==> src/rtl/demux_pkg.sv <==
package demux_pkg;

  localparam int unsigned MAX_TGT = 64;

  // True when exactly one bit of the vector is set.
  function automatic logic single_bit(input logic [MAX_TGT-1:0] v);
    int unsigned n;
    n = 0;
    for (int i = 0; i < MAX_TGT; i++) begin
      n = n + int'(v[i]);
    end
    return (n == 1);
  endfunction

endpackage

==> src/rtl/demux_rst_sync.sv <==
module demux_rst_sync #(
  parameter int unsigned STAGES = 2
) (
  input  logic clk,
  input  logic rst_n,
  output logic rst_sync_n
);

  logic [STAGES-1:0] pipe_q;
  logic [STAGES-1:0] pipe_d;

  always_comb begin
    pipe_d = {pipe_q[STAGES-2:0], 1'b1};
  end

  always_ff @(posedge clk or negedge rst_n) begin
    if (!rst_n) begin
      pipe_q <= '0;
    end else begin
      pipe_q <= pipe_d;
    end
  end

  assign rst_sync_n = pipe_q[STAGES-1];

endmodule

==> src/rtl/demux_sel_hold.sv <==
module demux_sel_hold #(
  parameter int unsigned NUM_TGT = 4
) (
  input  logic               clk,
  input  logic               rst_n,
  input  logic               cyc_i,
  input  logic               stb_i,
  input  logic [NUM_TGT-1:0] tsel_i,
  input  logic               term_i,
  output logic [NUM_TGT-1:0] route_o
);

  logic               legal;
  logic [NUM_TGT-1:0] live_route;
  logic               active;
  logic               start;

  logic               hold_q, hold_d;
  logic [NUM_TGT-1:0] sel_q;
  logic               sel_en;

  assign legal      = demux_pkg::single_bit(demux_pkg::MAX_TGT'(tsel_i));
  assign live_route = legal ? tsel_i : '0;
  assign active     = cyc_i & stb_i;
  assign start      = active & ~hold_q;

  // Next state: hold the captured target while the access is still open.
  always_comb begin
    hold_d = hold_q;
    if (!active) begin
      hold_d = 1'b0;
    end else if (term_i) begin
      hold_d = 1'b0;
    end else begin
      hold_d = 1'b1;
    end
    sel_en = start;
  end

  always_ff @(posedge clk or negedge rst_n) begin
    if (!rst_n) begin
      hold_q <= 1'b0;
    end else begin
      hold_q <= hold_d;
    end
  end

  always_ff @(posedge clk or negedge rst_n) begin
    if (!rst_n) begin
      sel_q <= '0;
    end else if (sel_en) begin
      sel_q <= live_route;
    end
  end

  assign route_o = hold_q ? sel_q : live_route;

endmodule

==> src/rtl/demux_fwd.sv <==
module demux_fwd #(
  parameter int unsigned NUM_TGT = 4,
  parameter int unsigned ADDR_W  = 32,
  parameter int unsigned DATA_W  = 32,
  parameter int unsigned BE_W    = 4
) (
  input  logic                      cyc_i,
  input  logic                      stb_i,
  input  logic                      we_i,
  input  logic [ADDR_W-1:0]         adr_i,
  input  logic [DATA_W-1:0]         dat_i,
  input  logic [BE_W-1:0]           be_i,
  input  logic [NUM_TGT-1:0]        route_i,
  output logic [NUM_TGT-1:0]        t_cyc_o,
  output logic [NUM_TGT-1:0]        t_stb_o,
  output logic [NUM_TGT-1:0]        t_we_o,
  output logic [NUM_TGT*ADDR_W-1:0] t_adr_o,
  output logic [NUM_TGT*DATA_W-1:0] t_dat_o,
  output logic [NUM_TGT*BE_W-1:0]   t_be_o
);

  for (genvar g = 0; g < NUM_TGT; g++) begin : g_tgt
    assign t_cyc_o[g]                   = cyc_i & route_i[g];
    assign t_stb_o[g]                   = cyc_i & stb_i & route_i[g];
    assign t_we_o[g]                    = we_i;
    assign t_adr_o[g*ADDR_W +: ADDR_W]  = adr_i;
    assign t_dat_o[g*DATA_W +: DATA_W]  = dat_i;
    assign t_be_o[g*BE_W +: BE_W]       = be_i;
  end

endmodule

==> src/rtl/demux_ret.sv <==
module demux_ret #(
  parameter int unsigned NUM_TGT = 4,
  parameter int unsigned DATA_W  = 32
) (
  input  logic [NUM_TGT-1:0]        strobed_i,
  input  logic [NUM_TGT-1:0]        t_ack_i,
  input  logic [NUM_TGT-1:0]        t_err_i,
  input  logic [NUM_TGT-1:0]        t_rty_i,
  input  logic [NUM_TGT*DATA_W-1:0] t_dat_i,
  output logic                      ack_o,
  output logic                      err_o,
  output logic                      rty_o,
  output logic [DATA_W-1:0]         dat_o
);

  logic [DATA_W-1:0] masked [NUM_TGT];

  for (genvar g = 0; g < NUM_TGT; g++) begin : g_mask
    assign masked[g] = t_dat_i[g*DATA_W +: DATA_W] & {DATA_W{strobed_i[g]}};
  end

  // AND-OR tree: one level of masking, then an OR reduction.
  always_comb begin
    dat_o = '0;
    for (int i = 0; i < NUM_TGT; i++) begin
      dat_o = dat_o | masked[i];
    end
    ack_o = |(t_ack_i & strobed_i);
    err_o = |(t_err_i & strobed_i);
    rty_o = |(t_rty_i & strobed_i);
  end

endmodule

==> src/rtl/demux_onehot.sv <==
module demux_onehot #(
  parameter int unsigned NUM_TGT = 4,
  parameter int unsigned ADDR_W  = 32,
  parameter int unsigned DATA_W  = 32,
  parameter int unsigned BE_W    = DATA_W / 8
) (
  input  logic                      clk,
  input  logic                      rst_n,
  input  logic                      m_cyc_i,
  input  logic                      m_stb_i,
  input  logic                      m_we_i,
  input  logic [ADDR_W-1:0]         m_adr_i,
  input  logic [DATA_W-1:0]         m_dat_i,
  input  logic [BE_W-1:0]           m_be_i,
  input  logic [NUM_TGT-1:0]        m_tsel_i,
  output logic                      m_ack_o,
  output logic                      m_err_o,
  output logic                      m_rty_o,
  output logic [DATA_W-1:0]         m_dat_o,
  output logic [NUM_TGT-1:0]        t_cyc_o,
  output logic [NUM_TGT-1:0]        t_stb_o,
  output logic [NUM_TGT-1:0]        t_we_o,
  output logic [NUM_TGT*ADDR_W-1:0] t_adr_o,
  output logic [NUM_TGT*DATA_W-1:0] t_dat_o,
  output logic [NUM_TGT*BE_W-1:0]   t_be_o,
  input  logic [NUM_TGT-1:0]        t_ack_i,
  input  logic [NUM_TGT-1:0]        t_err_i,
  input  logic [NUM_TGT-1:0]        t_rty_i,
  input  logic [NUM_TGT*DATA_W-1:0] t_dat_i
);

  localparam int unsigned RST_STAGES = 2;

  logic               rst_int_n;
  logic [NUM_TGT-1:0] route;
  logic               term;

  demux_rst_sync #(.STAGES(RST_STAGES)) i_rst (
    .clk        (clk),
    .rst_n      (rst_n),
    .rst_sync_n (rst_int_n)
  );

  demux_sel_hold #(.NUM_TGT(NUM_TGT)) i_hold (
    .clk     (clk),
    .rst_n   (rst_int_n),
    .cyc_i   (m_cyc_i),
    .stb_i   (m_stb_i),
    .tsel_i  (m_tsel_i),
    .term_i  (term),
    .route_o (route)
  );

  demux_fwd #(
    .NUM_TGT (NUM_TGT),
    .ADDR_W  (ADDR_W),
    .DATA_W  (DATA_W),
    .BE_W    (BE_W)
  ) i_fwd (
    .cyc_i   (m_cyc_i),
    .stb_i   (m_stb_i),
    .we_i    (m_we_i),
    .adr_i   (m_adr_i),
    .dat_i   (m_dat_i),
    .be_i    (m_be_i),
    .route_i (route),
    .t_cyc_o (t_cyc_o),
    .t_stb_o (t_stb_o),
    .t_we_o  (t_we_o),
    .t_adr_o (t_adr_o),
    .t_dat_o (t_dat_o),
    .t_be_o  (t_be_o)
  );

  demux_ret #(
    .NUM_TGT (NUM_TGT),
    .DATA_W  (DATA_W)
  ) i_ret (
    .strobed_i (t_stb_o),
    .t_ack_i   (t_ack_i),
    .t_err_i   (t_err_i),
    .t_rty_i   (t_rty_i),
    .t_dat_i   (t_dat_i),
    .ack_o     (m_ack_o),
    .err_o     (m_err_o),
    .rty_o     (m_rty_o),
    .dat_o     (m_dat_o)
  );

  assign term = m_ack_o | m_err_o | m_rty_o;

endmodule

==> config.mk <==
export PLATFORM = sky130hd
export DESIGN_NAME = demux_onehot
export DESIGN_NICKNAME = d
export VERILOG_FILES = /design/src/rtl/demux_pkg.sv /design/src/rtl/demux_rst_sync.sv /design/src/rtl/demux_sel_hold.sv /design/src/rtl/demux_fwd.sv /design/src/rtl/demux_ret.sv /design/src/rtl/demux_onehot.sv
export SDC_FILE = /design/constraint.sdc
export NUM_CORES = 1
export LEC_CHECK = 0
export BUFFER_PORTS_ARGS = -buffer_cell sky130_fd_sc_hd__buf_2
export CORE_AREA = 3 3 209 211
export CTS_CLUSTER_SIZE = 16
export DETAILED_ROUTE_END_ITERATION = 12
export DIE_AREA = 0 0 212 214
export SETUP_SLACK_MARGIN = 0.05
export SYNTH_ARGS = -nofsm -noshare
export SYNTH_HDL_FRONTEND = slang
export SYNTH_SLANG_ARGS = --single-unit
==> constraint.sdc <==
create_clock -name clk -period 2.8 [get_ports clk]
set_input_delay 0.42 -clock clk [delete_from_list [all_inputs] [get_ports clk]]
set_output_delay 0.42 -clock clk [all_outputs]
set_load 0.005 [all_outputs]
==> flow_summary.json <==
{
  "slew_violations": 0,
  "antenna_found_initial": 3,
  "cts_buffer_depth": 2,
  "path_max_fanout": 18,
  "r2r_start": "i_hold.sel_q[1]",
  "vias_per_cell": 3.596,
  "synth-seq-cells": 7,
  "fin_util": 0.1036,
  "worstMarginPinSlew_ns": 0.8257,
  "hold_viol": 0,
  "drtIter0Drc": 297,
  "reg2reg_slack_ns": 1.11,
  "cts_root_buf": "clkbuf_16",
  "layout.cells.most_common": "buf_2",
  "r2r_end": "i_hold.hold_q",
  "dp_hpwl_mm": 14.12,
  "endpoint_kind": "output port",
  "slew_headroom": 0.4495,
  "io_pins": 536,
  "final_area_um2": 4347,
  "critical_path_class": "in2out",
  "p_leak_nw": 1.723,
  "cp.buffers_inverters": 7,
  "num_rows": 75,
  "globalplace.congestion": 0.7662,
  "start_util": 0.09682,
  "setup_viol": 38,
  "dr.pass1.iters": 5,
  "dieArea_um2": 45370,
  "status": "complete, but fails checks",
  "gr-usage-all-layers": 0.07978,
  "die_y_um": 214,
  "synth_xor_area_frac": 0,
  "period_share": 1.085,
  "synth_seq_area_share": 0.04313,
  "cts.sinks": 7,
  "crit_slowest_cell": "fa_2",
  "netlist-cell-type-count": 27,
  "clock_skew_ns": 0.0005109,
  "drc_errors": 0,
  "synthSimpleGateAreaFrac": 0.1559,
  "cp_data_required_time_ns": 2.38,
  "vias": 3765,
  "wl_per_cell_um": 18.66,
  "post-place-cells": 1022,
  "syn_inst": 580,
  "areaGrowthSynthToFinish_pct": 7.024,
  "ant_nets": 0,
  "dpl-instance-area_um2": 3746,
  "grt_first_pass_wirelength_mm": 26.23,
  "failed_checks": "setup timing",
  "clk_latency_ns": 0.23,
  "synth_nets": 800,
  "h-tree-depth": 1,
  "overflow": 0,
  "routed_wl_mm": 19.53,
  "synth_mux_area_frac": 0,
  "synth_area_um2": 4061,
  "fin_crit_ns": 3.039,
  "powerDensity_nw_per_um2": 298.2,
  "grt_max_degree": 33,
  "synth_top_family_by_area": "buffers and inverters",
  "final_cells": 1047,
  "syn_area_per_cell_um2": 7.002,
  "maxCapViolCount": 0,
  "drive_gt1_frac": 0.5494,
  "setup_tns_ns": -7.715,
  "path_clk_slew_ns": 0.04,
  "coreArea_um2": 41950,
  "setup_slack_ns": -0.2393,
  "io_buffer_count": 190,
  "ir_drop_mv": 0.1819,
  "grt_pass1_vias": 3917,
  "numCtsBuffers": 3,
  "synth_compound_area_frac": 0.2326,
  "start_kind": "primary input",
  "cts_tree": "yes",
  "hold_path.class": "reg2async",
  "layout_common_cells": "180 x buf_2, 62 x nand3_1, 42 x nand2_1, 32 x a22o_1, 32 x a221o_1",
  "nets": 727,
  "cp_data_arrival_time_ns": 2.62,
  "rsz0062_at_grt": "true",
  "synthAdderAreaFrac": 0.01109,
  "fmax_ghz": 0.3290,
  "crit_path_max_incr_delay_ns": 0.32,
  "crit_family": "buffers and inverters",
  "path_cells": "buf_8, ha_4, inv_2, fa_2, inv_2, ha_4, nor3_4, buf_6, buf_6, a31oi_4, nor2_4, buf_8, a221o_1, buf_2",
  "r2r_cells": 5,
  "fp.dieW_um": 212,
  "synth_warnings": 0
}
[metrics by stage]
step           setup slack [ns]  power (mW)  hold WS (ns)
3_3_place_gp            -0.4691      0.8470       0.07883
5_1_grt                 -0.2870       1.383       0.09938
6_report                -0.2393       1.296       0.07895
4_1_cts                 -0.3157       1.293       0.08989
2_1_floorplan           0.05867      0.8001       0.05406
3_5_place_dp            -0.4496      0.8606       0.08667
[cells in the mapped netlist (all sizes together)]
cell,count,share of area
dfrtp,7,0.043
nand3,69,0.085
o21ai,1,0.0012
o22ai,1,0.0015
nor2b,6,0.0092
clkbuf,17,0.016
or4,1,0.0018
nand2,43,0.040
fa,1,0.0049
conb,1,0.00092
and4,1,0.0022
a31oi,34,0.052
nor2,7,0.0077
a221o,32,0.079
nand2b,1,0.0015
a211oi,1,0.0018
inv,6,0.0055
ha,2,0.0062
nor3,1,0.0040
a22oi,11,0.020
a22o,32,0.069
and2,3,0.0046
buf,296,0.54
a21oi,6,0.0074
[what timing repair did]
action / in CTS / in global routing
setup buffers: 13 / 7
cloned: 4 / 0
hold endpoints to repair: 2 / 0
setup endpoints to repair: 43 / 43
hold buffers: 1 / 0
pin swaps: 19 / 19
gates resized for setup: 47 / 25
[how the worst max path moves through the flow]
stage | to | slack, ns | cells past startpoint | start
finish | m_dat_o[4] | -0.24 | 14 | m_tsel_i[0]
global route | m_dat_o[28] | -0.29 | 15 | m_tsel_i[0]
CTS | m_dat_o[22] | -0.32 | 15 | m_tsel_i[0]
detailed placement | m_dat_o[8] | -0.45 | 12 | m_tsel_i[0]
global placement | m_dat_o[24] | -0.47 | 12 | m_tsel_i[0]
floorplan | m_ack_o | 0.06 | 9 | m_tsel_i[0]
[routing by layer]
| metal | share of wire | wire [µm] | global-route usage | up-vias |
|---|---|---|---|---|
| li1 | - | - | - | 1618 |
| met3 | 0.093 | 1825 | 0.02768 | 92 |
| met5 | 0.00056 | 11 | 0 | - |
| met2 | 0.52 | 10080 | 0.1490 | 348 |
| met1 | 0.34 | 6732 | 0.07804 | 1705 |
| met4 | 0.045 | 885 | 0.03684 | 2 |
[worst register-to-register path, stage by stage, from the launching register on]
cell     delay [ns]
dfrtp_2        0.71
buf_12         0.25
a22oi_1        0.11
a21oi_1        0.23
nor2_2         0.08
and4_1         0.18
[kinds of logic after synthesis]
family / count (synthesis)
AO/OA/AOI/OAI: 118
buffers and inverters: 319
other: 1
flip-flops: 7
adder cells (fa/ha/maj): 3
AND/OR/NAND/NOR: 132
[area by class of cell]
class	count	area, µm²
tap	539	674.4
sequential	7	178.9
inverter	6	22.52
antenna	2	5.005
timing repair buffer	235	1525
multi-input combinational	254	1862
clock buffer	4	78.83
fill	4840	37600
[power by group]
part           switching [mW]  internal, mW  leakage, nW
Clock                  0.0511         0.189       0.0382
Sequential             0.0618         0.113       0.0864
Combinational           0.454         0.427         1.60
Total                   0.566         0.730         1.72
[sequential cells by signal, summed over array words and instances, names as in the netlist]
register and cells:
i_hold.sel_q 4, i_rst.pipe_q 2, i_hold.hold_q 1
Note: power is estimated with default switching activity, not from simulation.
